File: src/rtl/flagu_pkg.sv
package flagu_pkg;

    localparam int STW = 16;

    typedef enum logic [1:0] {
        OP_ADD = 2'b00,
        OP_SUB = 2'b01,
        OP_INC = 2'b10,
        OP_DEC = 2'b11
    } flag_op_e;

    localparam int POS_C = 0;
    localparam int POS_P = 2;
    localparam int POS_A = 4;
    localparam int POS_Z = 6;
    localparam int POS_S = 7;
    localparam int POS_T = 8;
    localparam int POS_I = 9;
    localparam int POS_D = 10;
    localparam int POS_O = 11;

    localparam logic [STW-1:0] STATUS_FIXED = 16'h0002;

    typedef struct packed {
        logic c;
        logic p;
        logic a;
        logic z;
        logic s;
        logic o;
    } arith_flags_t;

    typedef struct packed {
        logic t;
        logic i;
        logic d;
    } ctrl_flags_t;

    function automatic logic even_ones(input logic [7:0] v);
        return ~(^v);
    endfunction

    function automatic logic [STW-1:0] pack_status(input arith_flags_t af,
                                                   input ctrl_flags_t cf);
        logic [STW-1:0] w;
        w        = STATUS_FIXED;
        w[POS_C] = af.c;
        w[POS_P] = af.p;
        w[POS_A] = af.a;
        w[POS_Z] = af.z;
        w[POS_S] = af.s;
        w[POS_O] = af.o;
        w[POS_T] = cf.t;
        w[POS_I] = cf.i;
        w[POS_D] = cf.d;
        return w;
    endfunction

    function automatic logic next_ctrl(input logic cur, input logic set_c,
                                       input logic clr_c);
        return set_c ? 1'b1 : (clr_c ? 1'b0 : cur);
    endfunction

endpackage

File: src/rtl/flagu_addsub.sv
module flagu_addsub
    import flagu_pkg::*;
#(
    parameter int DATA_W = 16
) (
    input  flag_op_e           op,
    input  logic               wide,
    input  logic [DATA_W-1:0]  a,
    input  logic [DATA_W-1:0]  b,
    output logic [DATA_W-1:0]  res,
    output logic               cout,
    output logic               aux,
    output logic               ovf
);
    localparam int HW = DATA_W / 2;

    logic [DATA_W-1:0] am, bm;
    logic [DATA_W:0]   full;
    logic              is_sub, ta, tb, tr;

    always_comb begin
        is_sub = (op == OP_SUB) || (op == OP_DEC);
        am     = wide ? a : {{(DATA_W-HW){1'b0}}, a[HW-1:0]};
        if (op == OP_INC || op == OP_DEC)
            bm = {{(DATA_W-1){1'b0}}, 1'b1};
        else
            bm = wide ? b : {{(DATA_W-HW){1'b0}}, b[HW-1:0]};
        full = is_sub ? ({1'b0, am} - {1'b0, bm})
                      : ({1'b0, am} + {1'b0, bm});
        res  = wide ? full[DATA_W-1:0] : {{(DATA_W-HW){1'b0}}, full[HW-1:0]};
        cout = wide ? full[DATA_W] : full[HW];
        aux  = am[4] ^ bm[4] ^ full[4];
        ta   = wide ? am[DATA_W-1]   : am[HW-1];
        tb   = wide ? bm[DATA_W-1]   : bm[HW-1];
        tr   = wide ? full[DATA_W-1] : full[HW-1];
        ovf  = is_sub ? ((ta != tb) && (tr != ta))
                      : ((ta == tb) && (tr != ta));
    end
endmodule

File: src/rtl/flagu_eval.sv
module flagu_eval
    import flagu_pkg::*;
#(
    parameter int DATA_W = 16
) (
    input  flag_op_e          op,
    input  logic              wide,
    input  logic [DATA_W-1:0] res,
    input  logic              cout,
    input  logic              aux,
    input  logic              ovf,
    input  logic              prev_c,
    output arith_flags_t      nxt
);
    localparam int HW = DATA_W / 2;

    always_comb begin
        nxt.c = (op == OP_INC || op == OP_DEC) ? prev_c : cout;
        nxt.p = even_ones(res[7:0]);
        nxt.a = aux;
        nxt.z = wide ? (res == '0) : (res[HW-1:0] == '0);
        nxt.s = wide ? res[DATA_W-1] : res[HW-1];
        nxt.o = ovf;
    end
endmodule

File: src/rtl/flagword_unit.sv
module flagword_unit
    import flagu_pkg::*;
#(
    parameter int DATA_W = 16
) (
    input  logic              clk,
    input  logic              rst,
    input  logic              upd_en,
    input  logic [1:0]        op_sel,
    input  logic              wide,
    input  logic [DATA_W-1:0] opa,
    input  logic [DATA_W-1:0] opb,
    input  logic              trap_set,
    input  logic              trap_clr,
    input  logic              intr_set,
    input  logic              intr_clr,
    input  logic              dir_set,
    input  logic              dir_clr,
    output logic [DATA_W-1:0] result,
    output logic [STW-1:0]    status
);
    flag_op_e          op;
    logic [DATA_W-1:0] sum;
    logic              cout, aux, ovf;
    arith_flags_t      af_q, af_d;
    ctrl_flags_t       cf_q, cf_d;
    logic [DATA_W-1:0] res_q;

    assign op = flag_op_e'(op_sel);

    flagu_addsub #(.DATA_W(DATA_W)) u_addsub (
        .op(op), .wide(wide), .a(opa), .b(opb),
        .res(sum), .cout(cout), .aux(aux), .ovf(ovf)
    );

    flagu_eval #(.DATA_W(DATA_W)) u_eval (
        .op(op), .wide(wide), .res(sum), .cout(cout), .aux(aux),
        .ovf(ovf), .prev_c(af_q.c), .nxt(af_d)
    );

    always_comb begin
        cf_d.t = next_ctrl(cf_q.t, trap_set, trap_clr);
        cf_d.i = next_ctrl(cf_q.i, intr_set, intr_clr);
        cf_d.d = next_ctrl(cf_q.d, dir_set,  dir_clr);
    end

    always_ff @(posedge clk) begin
        if (rst) begin
            af_q  <= '0;
            cf_q  <= '0;
            res_q <= '0;
        end else if (upd_en) begin
            af_q  <= af_d;
            cf_q  <= cf_d;
            res_q <= sum;
        end
    end

    assign result = res_q;
    assign status = pack_status(af_q, cf_q);
endmodule

File: config.mk
export PLATFORM = sky130hd
export DESIGN_NAME = flagword_unit
export DESIGN_NICKNAME = d
export VERILOG_FILES = /design/src/rtl/flagu_pkg.sv /design/src/rtl/flagu_addsub.sv /design/src/rtl/flagu_eval.sv /design/src/rtl/flagword_unit.sv
export SDC_FILE = /design/constraint.sdc
export NUM_CORES = 1
export LEC_CHECK = 0
export BUFFER_PORTS_ARGS = -buffer_cell sky130_fd_sc_hd__buf_2
export CORE_MARGIN = 2
export CORE_UTILIZATION = 57
export DETAILED_ROUTE_END_ITERATION = 8
export PLACE_DENSITY = 0.87
export SLEW_MARGIN = 40
export SYNTH_ARGS = -nofsm -noshare
export SYNTH_HDL_FRONTEND = slang
export SYNTH_SLANG_ARGS = --single-unit
File: constraint.sdc
create_clock -name clk -period 7.5 [get_ports clk]
set_input_delay 1.125 -clock clk [delete_from_list [all_inputs] [get_ports clk]]
set_output_delay 1.125 -clock clk [all_outputs]
set_load 0.1 [all_outputs]
Word-level counts from Yosys, hierarchy flattened

Index checks and enable logic that the tools add are counted.

Register bits: 25
Latch bits: 0
Memory bits (writable): 0
Bits in read-only memories: 0
Input bits: 44
Output and inout bits: 32
Logic and storage cells: 54
Memories: 0

Add/subtract/negate cells: 2
$mul: 0
Div/mod/pow operators: 0
Order comparisons: 0
Equal/unequal tests: 6
Shifts and indexed selects: 0
Mux-type cells: 18
Bitwise operators: 4
Reduce and logical (&&, ||, !) cells: 14

Operator list:

| cell                                           | number |
|---|---|
| two-way mux 16 bit                             | 4 |
| adder 16 x 16 -> 17 bit                        | 1 |
| two-way mux 17 bit                             | 1 |
| subtractor 16 x 16 -> 17 bit                   | 1 |
| zero test 16 bit                               | 1 |
| two-way mux 1 bit                              | 13 |
| zero test 8 bit                                | 1 |
| AND reduction 2 bit                            | 4 |
| XOR reduction 8 bit                            | 1 |
| nonzero test 2 bit                             | 3 |
| == test 2 bit (second input constant)          | 2 |
| == test 2 x 1 -> 1 bit (second input constant) | 1 |
| logical AND 1 bit                              | 2 |
| logical OR 1 bit                               | 2 |
| != test 1 bit                                  | 2 |
| inverter 1 bit                                 | 2 |
| XOR 1 bit                                      | 2 |
| == test 1 bit                                  | 1 |

Depth between registers and ports, before layout

Word-level depth: 9
Gate-level depth with buffers: 18
Gate-level depth less buffers: 17

By module

A second synthesis with hierarchy kept.

Cells, all modules: 358
Area total of the unflattened synthesis: 2,693.8 µm²

Modules (own cells, without submodules):

| module        | times used | cells an instance | area an instance (µm²) | sequential area each (µm²) |
|---|---|---|---|---|
| flagu_addsub  | 1          | 240               | 1,530.2                | 0.0 |
| flagword_unit | 1          | 93                | 984.7                  | 500.5 |
| flagu_eval    | 1          | 25                | 178.9                  | 0.0 |

Worst setup path after synthesis

Ideal clock, no wire load.

Path kind: input-to-reg
Start: in op_sel[1]
End: reg af_q (netlist bit status[11])
Setup time: 0.091 ns
Arrival time: 4.502 ns
Required time: 7.409 ns
Slack: 2.907 ns
Cell stages on the path: 17
Buffers on the path: 2
Path through: clkbuf_1 > nor2b_1 > inv_1 > ha_1 > o21ai_0 > o31ai_1 > a22o_1 > a21oi_1 > ha_1 > clkbuf_1 > nand3_1 > or3_1 > nor3_1 > a21boi_2 > mux2i_1 > or4_1 > a311oi_1

Longest elaborated chain between the ends: 9
Elaborated cells between the ends (all ways): 17
Those cells by class: 2 x add/sub; 6 x eq/ne; 5 x mux; 4 x reduce/logical

RTL lines:

| item                                                                           | line                                   | source |
|---|---|---|
| start, declared                                                                | flagword_unit.sv:9                     | `input logic [1:0] op_sel,` |
| == test 2 bit, on equally long branches                                        | flagu_addsub.sv:24, flagu_addsub.sv:22 |  |
| logical OR 1 bit                                                               | flagu_addsub.sv:24                     | `if (op == OP_INC \|\| op == OP_DEC)` |
| two-way mux 16 bit                                                             | flagu_addsub.sv:24                     |  |
| adder 16 x 16 -> 17 bit / subtractor 16 x 16 -> 17 bit (equally long branches) | flagu_addsub.sv:29, flagu_addsub.sv:28 |  |
| two-way mux 17 bit                                                             | flagu_addsub.sv:28                     | `full = is_sub ? ({1'b0, am} - {1'b0, bm})` |
| two-way mux 1 bit                                                              | flagu_addsub.sv:35                     | `tr = wide ? full[DATA_W-1] : full[HW-1];` |
| != test 1 bit                                                                  | flagu_addsub.sv:36, flagu_addsub.sv:37 |  |
| logical AND 1 bit, on equally long branches                                    | flagu_addsub.sv:37, flagu_addsub.sv:36 |  |
| two-way mux 1 bit *                                                            | flagu_addsub.sv:36                     | `ovf = is_sub ? ((ta != tb) && (tr != ta))` |
| end signal, assigned                                                           | flagword_unit.sv:49                    | `af_q <= '0;` |
| end signal, assigned                                                           | flagword_unit.sv:53                    | `af_q <= af_d;` |
| end, declared                                                                  | flagword_unit.sv:25                    | `arith_flags_t af_q, af_d;` |

Every way passes the cells marked *; elsewhere a longest branch is shown, timed or not.
A chain may end at the register's enable or synchronous reset.

Worst setup path in the final report

Same ends and word-level chain as after synthesis.

==> out/metrics.yaml <==
cts.htree.levels: 1
timing.critical_path.required_ns: 7.68
floorplan.core_area_um2: 4384
cts.sinks: 25
synth.distinct_cells: 51
antennaDiodeCount: 0
vias: 2723
yosys.cell_count.top_type: "sky130_fd_sc_hd__nor2_1"
flow.area_growth_from_synthesis_pct: 13.38
routed_wl_mm: 6.507
vdd_ir_drop_max_v: 0.0001824
post_synth_inst_count: 360
gr-usage-met2: 0.4383
synthDominantAreaCellType: "sky130_fd_sc_hd__dfxtp_1"
fin_nets: 480
power_per_cell_area_nw_per_um2: 200.8
detail_route.vias_per_cell: 5.856
grtUsageMet1: 0.3484
cts_buf_count: 3
worst_r2r_endpoint: "status[11]$_SDFFE_PP0P_"
post_synth.cell_area_avg_um2: 7.271
ctsLongestPathBuffers: 2
ys_async_sr_fraction: 0
post_synth_main_area_contributors: "sky130_fd_sc_hd__dfxtp_1 19%, sky130_fd_sc_hd__ha_1 10%, sky130_fd_sc_hd__mux2i_1 7.6%"
die_h_um: 71.77
dr.first_iter.drc_count: 192
netlist.area_leader.share: 0.1912
dieArea_um2: 5150
pin_count_of_the_biggest_net_entering_global_routing: 32
groute.layer.met3.usage: 0.03094
final_min_period_over_clock_period: 0.6599
globalRoute.totalOverflow: 0
cp_data_arrival_time_ns: 5.12
mappedNetlistArea_um2: 2618
grt_pass1_wl_mm: 10.89
timing.max_slew.rel_slack: 0.4716
cts_tree: "yes"
worst_hold_path_type: "flip-flop to flip-flop"
reg2reg_slack_ns: 6.78
start_util: 0.5970
skew_ns: 0
setup_total_neg_slack_ns: 0
grt_pass1_vias: 2448
r2r_cells: 2
seq_area_frac_synth: 0.1912
half_perimeter_wire_length_of_the_detailed_placement_result_mm: 5.246
rsz_0062_raised_after_global_routing: "false"
drv_slew: 0
min-delay-start: "status[7]$_SDFFE_PP0P_"
avgRoutedWirePerCell_um: 13.99
gp_congestion: 0.9657
whs_path_depth: 2
cts-resized-gates: 0
synth-edff-count: 0
outcome: "complete, no violations"
worst-path-max-fanout: 21
worst-slew-pin-transition_ns: 0.7727
timing_worst_setup_path_type: "input pin to flip-flop"
ys_dominant_reg_cell: "sky130_fd_sc_hd__dfxtp_1"
cts-root-buf: "sky130_fd_sc_hd__clkbuf_8"
core.rowCount: 24
hold_path_end: "status[7]$_SDFFE_PP0P_"
route.detailed.drc: 0
floorplan.die.width_um: 71.77
cts-hold-fix-buffers: 0
timing.final.hold_violations: 0
worstSkewPairLatency_ns: 0.26
drive_above_1_share: 0.1913
critical_path.reg2reg.startpoint: "status[11]$_SDFFE_PP0P_"
kind_of_capture_point_of_the_worst_setup_path: "flip-flop"
synth_warn: 0
grt_use_total: 0.2548
setup_viol: 0
drt.antenna.violating_nets: 0
grt_antenna_before_repair: 0
drt_pass1_iterations: 4
post_synth_most_frequent_cells: "50 x sky130_fd_sc_hd__nor2_1, 30 x sky130_fd_sc_hd__nand2_1, 26 x sky130_fd_sc_hd__a21oi_1"
ys_seq_elements: 25
timing.final.crit_period_ns: 4.949
cts.repair_timing.setup_buffer_count: 0
io_pins: 76
crit_path_start_kind: "input pin"
path_clk_slew_ns: 0.08
holdWs_ns: 0.4897
grt_busiest_layer: "met2"
maxCapViolCount: 0
achievable-frequency_ghz: 0.2020
numPortBuffers: 68
power.static_leakage_nw: 1.436
==> through the flow <==
stage	worst slack [ns]	power, mW	area (um^2)	util	std cells
2_1_floorplan	2.907	0.4564	2636	-	365
4_1_cts	2.605	0.5984	2968	0.6769	465
3_5_place_dp	2.309	0.5200	2922	0.6664	461
5_1_grt	2.297	0.6371	2968	0.6769	465
6_report	2.551	0.5959	2968	0.6769	465
3_3_place_gp	2.549	0.5162	2922	0.6664	461
==> how the worst max path moves through the flow <==
stage	startpoint	to	slack [ns]	cells past startpoint
after global routing	wide	status[11]$_SDFFE_PP0P_	2.30	14
after global placement	op_sel[1]	status[11]$_SDFFE_PP0P_	2.55	16
final	op_sel[1]	status[11]$_SDFFE_PP0P_	2.55	16
after CTS	op_sel[1]	status[11]$_SDFFE_PP0P_	2.61	16
after floorplan	op_sel[1]	status[11]$_SDFFE_PP0P_	2.91	17
after detailed placement	op_sel[1]	status[11]$_SDFFE_PP0P_	2.31	16
==> power breakdown <==
group          total, mW  internal [mW]  switching [mW]
sequential         0.153          0.147         0.00658
clock             0.0766         0.0371          0.0396
combinational      0.366          0.113           0.253
total              0.596          0.297           0.299
==> logic make-up (layout without fill, tap and decap cells) <==
kind of cell / Yosys count / after routing / synth area share
simple gates: 137 / 137 / 0.2462
compound gates: 93 / 93 / 0.2390
buf+inv: 42 / 90 / 0.07170
flops: 25 / 25 / 0.1912
fa+ha+maj: 22 / 22 / 0.1080
mux: 21 / 21 / 0.08078
xor+xnor: 18 / 18 / 0.06023
other cells: 2 / 7 / 0.002869
==> sequential cells by signal (all words and copies together), names as in the netlist <==
name and cells:
result 16, status 9
==> final cells by class <==
type	instances	area, um^2
Multi-Input combinational cell	298	1948
Fill cell	393	1416
Sequential cell	25	500.5
Timing Repair Buffer	68	340.3
Inverter	18	67.56
Tap cell	52	65.06
Clock buffer	3	41.29
Clock inverter	1	5.005
==> placed cells by master (no fill, tap or decap), drive strengths merged, types with 10 or more instances in the layout <==
cell type and instances:
buf 68, nor2 50, nand2 30, a21oi 27, dfxtp 25, ha 21, mux2i 20, inv 18
o21ai 15, xnor2 15, a211oi 10
==> critical path, cell delays in order <==
cell	delay (ns)
sky130_fd_sc_hd__buf_2	0.21
sky130_fd_sc_hd__or2_2	0.35
sky130_fd_sc_hd__inv_1	0.07
sky130_fd_sc_hd__ha_1	0.19
sky130_fd_sc_hd__o21ai_0	0.25
sky130_fd_sc_hd__o31ai_1	0.34
sky130_fd_sc_hd__a22o_1	0.18
sky130_fd_sc_hd__a21oi_1	0.07
sky130_fd_sc_hd__ha_1	0.46
sky130_fd_sc_hd__nand3_1	0.18
sky130_fd_sc_hd__or3_1	0.39
sky130_fd_sc_hd__nor3_1	0.21
sky130_fd_sc_hd__a21boi_2	0.09
sky130_fd_sc_hd__mux2i_1	0.20
sky130_fd_sc_hd__or4_1	0.55
sky130_fd_sc_hd__a311oi_1	0.25
==> layer usage <==
| layer | wire length, um | vias up | part of all wire |
|---|---|---|---|
| met5 | 0 | - | 0 |
| met4 | 95 | 0 | 0.015 |
| met3 | 335 | 10 | 0.051 |
| met2 | 3210 | 71 | 0.49 |
| met1 | 2866 | 1269 | 0.44 |
| li1 | - | 1373 | - |
Power figures use the tool's default switching activity.
